`config.mk`:
```
export PLATFORM = sky130hd
export DESIGN_NAME = seg24_counter
export DESIGN_NICKNAME = d
export VERILOG_FILES = /design/src/rtl/seg24_pkg.sv /design/src/rtl/seg24_fall_det.sv /design/src/rtl/seg24_section.sv /design/src/rtl/seg24_counter.sv
export SDC_FILE = /design/constraint.sdc
export NUM_CORES = 1
export LEC_CHECK = 0
export CORE_MARGIN = 5
export CORE_UTILIZATION = 51
export DETAILED_ROUTE_END_ITERATION = 16
export PLACE_DENSITY = 0.78
export SYNTH_ARGS = -nofsm -noshare
export SYNTH_HDL_FRONTEND = slang
export SYNTH_SLANG_ARGS = --single-unit
export TNS_END_PERCENT = 10
```
`constraint.sdc`:
```
create_clock -name clk -period 2.6 [get_ports clk]
set_clock_uncertainty 0.15 [all_clocks]
set_input_delay 0.52 -clock clk [delete_from_list [all_inputs] [get_ports clk]]
set_output_delay 0.52 -clock clk [all_outputs]
set_load 0.01 [all_outputs]
```
`src/rtl/seg24_pkg.sv`:
```
package seg24_pkg;
  // Mode encoding is {set, clr}
  typedef enum logic [1:0] {
    MODE_RUN   = 2'b00,
    MODE_CLEAR = 2'b01,
    MODE_FILL  = 2'b10,
    MODE_SPLIT = 2'b11
  } mode_e;

  function automatic mode_e decode_mode(input logic set_b, input logic clr_b);
    return mode_e'({set_b, clr_b});
  endfunction
endpackage

```
`src/rtl/seg24_fall_det.sv`:
```
module seg24_fall_det #(
  parameter int SYNC_STAGES = 2
) (
  input  logic clk,
  input  logic rst,
  input  logic din,
  output logic fall_o
);
  localparam int MSB = SYNC_STAGES - 1;

  logic [SYNC_STAGES-1:0] sync_q;
  logic                   prev_q;

  always_ff @(posedge clk) begin
    if (rst) begin
      sync_q <= '0;
      prev_q <= 1'b0;
    end else begin
      sync_q <= {sync_q[SYNC_STAGES-2:0], din};
      prev_q <= sync_q[MSB];
    end
  end

  assign fall_o = prev_q & ~sync_q[MSB];


  single_strobe_chk: assert property (@(posedge clk) disable iff (rst)
    fall_o |=> !fall_o);
endmodule

```
`src/rtl/seg24_section.sv`:
```
module seg24_section
  import seg24_pkg::*;
#(
  parameter int W = 8
) (
  input  logic         clk,
  input  logic         rst,
  input  mode_e        mode,
  input  logic         cnt_en,
  output logic [W-1:0] q_o,
  output logic         full_o
);
  logic [W-1:0] q;

  always_ff @(posedge clk) begin
    if (rst) begin
      q <= '0;
    end else begin
      case (mode)
        MODE_CLEAR: q <= '0;
        MODE_FILL:  q <= '1;
        default:    if (cnt_en) q <= q + 1'b1;
      endcase
    end
  end

  assign q_o    = q;
  assign full_o = &q;


  section_step_chk: assert property (@(posedge clk) disable iff (rst)
    ((mode == MODE_RUN || mode == MODE_SPLIT) && cnt_en)
      |=> q == W'($past(q) + 1'b1));


  section_hold_chk: assert property (@(posedge clk) disable iff (rst)
    ((mode == MODE_RUN || mode == MODE_SPLIT) && !cnt_en) |=> $stable(q));
endmodule

```
`src/rtl/seg24_counter.sv`:
```
module seg24_counter
  import seg24_pkg::*;
#(
  parameter int SEC_W       = 8,
  parameter int NUM_SEC     = 3,
  parameter int SYNC_STAGES = 2
) (
  input  logic                     clk,
  input  logic                     rst,
  input  logic                     cnt_in,
  input  logic                     set_i,
  input  logic                     clr_i,
  output logic [SEC_W*NUM_SEC-1:0] stages_o,
  output logic                     wrap_o
);
  localparam int W = SEC_W * NUM_SEC;

  mode_e            mode;
  logic             fall;
  logic             split;
  logic [NUM_SEC:0] low_full;
  logic             wrap_q;

  assign mode        = decode_mode(set_i, clr_i);
  assign split       = (mode == MODE_SPLIT);
  assign low_full[0] = 1'b1;

  seg24_fall_det #(.SYNC_STAGES(SYNC_STAGES)) u_fall (
    .clk    (clk),
    .rst    (rst),
    .din    (cnt_in),
    .fall_o (fall)
  );

  for (genvar s = 0; s < NUM_SEC; s++) begin : g_sec
    logic [SEC_W-1:0] q;
    logic             full;
    logic             en;

    assign en = fall & (split | low_full[s]);

    seg24_section #(.W(SEC_W)) u_sec (
      .clk    (clk),
      .rst    (rst),
      .mode   (mode),
      .cnt_en (en),
      .q_o    (q),
      .full_o (full)
    );

    assign low_full[s+1]               = low_full[s] & full;
    assign stages_o[s*SEC_W +: SEC_W]  = q;
  end

  always_ff @(posedge clk) begin
    if (rst) wrap_q <= 1'b0;
    else     wrap_q <= (mode == MODE_RUN) & fall & low_full[NUM_SEC];
  end

  assign wrap_o = wrap_q;


  reset_state_chk: assert property (@(posedge clk)
    rst |=> (stages_o == '0 && !wrap_o));


  serial_step_chk: assert property (@(posedge clk) disable iff (rst)
    (mode == MODE_RUN && fall) |=> stages_o == W'($past(stages_o) + 1'b1));


  clear_force_chk: assert property (@(posedge clk) disable iff (rst)
    (clr_i && !set_i) |=> stages_o == '0);


  fill_force_chk: assert property (@(posedge clk) disable iff (rst)
    (set_i && !clr_i) |=> &stages_o);


  wrap_zero_chk: assert property (@(posedge clk) disable iff (rst)
    wrap_o |-> stages_o == '0);


  split_no_wrap_chk: assert property (@(posedge clk) disable iff (rst)
    split |=> !wrap_o);
endmodule

```
==> reports/results.tsv, run 1 <==
stage	metric	value	unit
outcome	status	finished, final reports clean	
layout	filler cell count	256	
timing	Max Slew Vio Count	0	
hold_path	hold path start	u_fall.sync_q[0]	
synth	multiplexer area fraction after synthesis	0	
grt	initial antenna violation count	0	
synth	sequential share of the synthesized area	0.354	
hold_path	HP Class	flip-flop to flip-flop	
place	Place WS	-0.192	ns
synth	Synth Warn #	0	
synth	EDFF count, synth	0	
synth	Cell Area, Synth	1580	µm²
setup_path	WP data required	2.65	ns
job	MaxCap Viol Count	0	
setup_path	crit-path cells	clkdlybuf4s50_1 > inv_1 > ha_1 > buf_4 > nand2_1 > o21ai_0 > buf_4 > nor2b_1 > a221oi_1	
timing	worst slew pin tran	0.554	ns
synth	number of synthesized register bits	28	
synth	syn_area_per_cell	8.25	µm²
drt	drt total wl	4350	µm
floorplan	Die ar.	4320	µm²
drt	vias per cell	6.18	
drt	via total after detailed routing	1699	
drt	DRC Markers	0	
layout	area growth from synthesis to layout	31.3	%
floorplan	core area	3030	µm²
layout	fin nets	244	
synth	Synth Area in Compound Gates	0.309	
grt	first-pass GRT wire length	7220	µm
floorplan	Top Ports	30	
synth	asr flop ratio synth	0	
timing	unrepaired setup endpoints after global routing	yes	
drt	Avg WL per Cell	15.8	µm
power_and_ir_drop	Worst VDD drop	0.288	mV
floorplan	Die Ht	65.7	µm
setup_path	Top delay family on crit path	buffers and inverters	
grt	GR Overflow Total	0	
setup_path	WP data arrival	2.51	ns
setup_path	Worst Reg-to-Reg Cells	6	
setup_path	CP max FO	11	
grt	pin count of the biggest net entering global routing	28	
floorplan	die width	65.7	µm
layout	most frequent cells in the layout	29 x clkdlybuf4s50_1, 28 x dfxtp_1, 17 x buf_4, 14 x a21oi_1, 13 x o21ai_0	
setup_path	CP Launch Type	input pin	
setup_path	most frequent CP cell	buf_4	
timing	part of the cycle the worst path needs	0.948	
clocking	postcts setup bufs	0	
synth	Gate Count Post-Synth	192	
setup_path	CP endpoint kind	flip-flop	
clocking	CTS tree	done	
place	I/O Buffers	29	
clocking	clk buf depth	2	
power_and_ir_drop	P per Cell Area	513	nW/µm²
clocking	H-tree levels	1	
layout	fin util	0.687	
clocking	worst skew pair latency	0.33	ns
timing	Max Fclk	406	MHz
synth	Main synth FF type	dfxtp_1	
timing	max_slew headroom	0.630	
layout	commonest non-fill, non-tap cell in the layout	clkdlybuf4s50_1	
place	Final HPWL DP	3130	µm
clocking	# resized after CTS	0	
synth	Distinct cells, synth	40	
floorplan	Placement Rows	20	
drt	post-route antenna net violation count	0	
synth	post-synthesis simple-gate area fraction	0.227	
place	GP Congestion	0.865	
power_and_ir_drop	Static Leakage	0.745	nW
grt	vias in the first global route	1568	
clocking	clk root buf	clkbuf_4	
setup_path	reg2reg start	g_sec[0].u_sec.q_o[0]	
synth	Synth Area in Adders	0.0553	
timing	final setup fails	0	
setup_path	Slowest cell on crit path	clkdlybuf4s50_1	
setup_path	Critical Setup Path Class	input pin to flip-flop	
timing	endpoints failing hold	0	
grt	gr usage total	0.209	
setup_path	Worst Path Buf+Inv	4	
layout	diode count	0	
setup_path	R2R Path End	g_sec[2].u_sec.q_o[0]	
setup_path	peak per-stage delay on the critical path	0.52	ns
synth	post-synth net total	204	
hold_path	hold endpoint	u_fall.sync_q[1]	
floorplan	Initial Util	0.523	
synth	main combinational cell family by area after synthesis	compound AO/OA/AOI/OAI gates	
drt	drt pass-1 iters	4	
setup_path	FF-to-FF setup slack	0.17	ns
hold_path	hold depth	1	
timing	Post-Route Setup TNS	0	ns
clocking	hold_buf cts	0	
clocking	CTS Buf Count	3	
synth	Post-Synth XOR/XNOR Area	0.00553	
clocking	clk sink count	28	
clocking	clock slew at reported path FFs	0.15	ns
drt	DR iter-0 viols	131	
setup_path	Crit path depth	9	
layout	layout cells sized above 1	0.113	
timing	min Tclk post-route	2.47	ns
timing	setup slack after layout	0.135	ns
-- flip-flops by register name, indices dropped and copies added, names as in the netlist --
register / cells
g_sec.u_sec.q_o: 24
u_fall.prev_q: 1
u_fall.sync_q: 2
wrap_o: 1
-- layer usage --
metal / routed length (µm) / track usage / up-vias
met5: 0 / 0 / -
met4: 111 / 0.0803 / 0
met3: 261 / 0.0274 / 12
met1: 1960 / 0.291 / 806
li1: - / - / 807
met2: 2010 / 0.327 / 74
-- cell type report --
class                   count  area [µm²]  share of cell area
clock buffers               3        22.5              0.0108
clock inverters             1        30.0              0.0144
inverters                  10        37.5              0.0181
multi-input cells         143         956               0.460
flip-flops and latches     28         561               0.270
well taps                  44        55.1              0.0265
repair buffers             46         418               0.201
-- power by group --
part | internal, mW | switching [mW] | total, mW
clock network | 0.156 | 0.131 | 0.287
logic | 0.140 | 0.135 | 0.275
registers | 0.461 | 0.0426 | 0.504
-- cells by family after synthesis --
| kind of cell | after synthesis |
|---|---|
| compound gates | 71 |
| xor+xnor | 1 |
| fa+ha+maj | 7 |
| buf+inv | 21 |
| flops | 28 |
| simple gates | 64 |
-- stage by stage --
stage | std cells | cell area [µm²] | hold WS [ns] | power [mW]
6_report | 275 | 2080 | 0.307 | 1.07
3_5_place_dp | 271 | 2020 | 0.278 | 0.781
2_1_floorplan | 192 | 1580 | 0.264 | 0.652
4_1_cts | 275 | 2070 | 0.310 | 1.07
5_1_grt | 275 | 2080 | 0.326 | 1.12
3_3_place_gp | 271 | 2020 | 0.267 | 0.771
-- Yosys cell counts, types with 5 or more instances --
cell type  count  area (µm²)
ha_1           7        87.6
a211oi_1       8        60.1
nand2b_1       6        37.5
nor3_1         6        30.0
dfxtp_1       28         561
o21ai_0       13        65.1
a21oi_1       14        70.1
nand3_1       10        50.1
o211ai_1       7        52.6
nand2_1        5        18.8
nor2_1        11        41.3
nor2b_1        6        37.5
a21o_1         5        37.5
clkbuf_1      11        41.3
inv_1         10        37.5
a221oi_1       7        61.3
-- worst max-delay path by stage --
stage	to	from
final	g_sec[1].u_sec.q_o[2]	clr_i
after global routing	g_sec[1].u_sec.q_o[2]	clr_i
after CTS	g_sec[2].u_sec.q_o[6]	g_sec[0].u_sec.q_o[0]
after detailed placement	g_sec[1].u_sec.q_o[5]	clr_i
after global placement	g_sec[1].u_sec.q_o[4]	clr_i
after floorplan	g_sec[2].u_sec.q_o[1]	clr_i
Power figures use the tool's default switching activity.
==> inputs of run 2 (changes only) <==
--- a/config.mk
+++ b/config.mk
@@ -9,6 +9,7 @@
 export CORE_UTILIZATION = 51
 export DETAILED_ROUTE_END_ITERATION = 16
 export PLACE_DENSITY = 0.78
+export SKIP_LAST_GASP = 1
 export SYNTH_ARGS = -nofsm -noshare
 export SYNTH_HDL_FRONTEND = slang
 export SYNTH_SLANG_ARGS = --single-unit
==> results of run 2 <==
Final layout, timing and power as in run 1 (identical DEF).
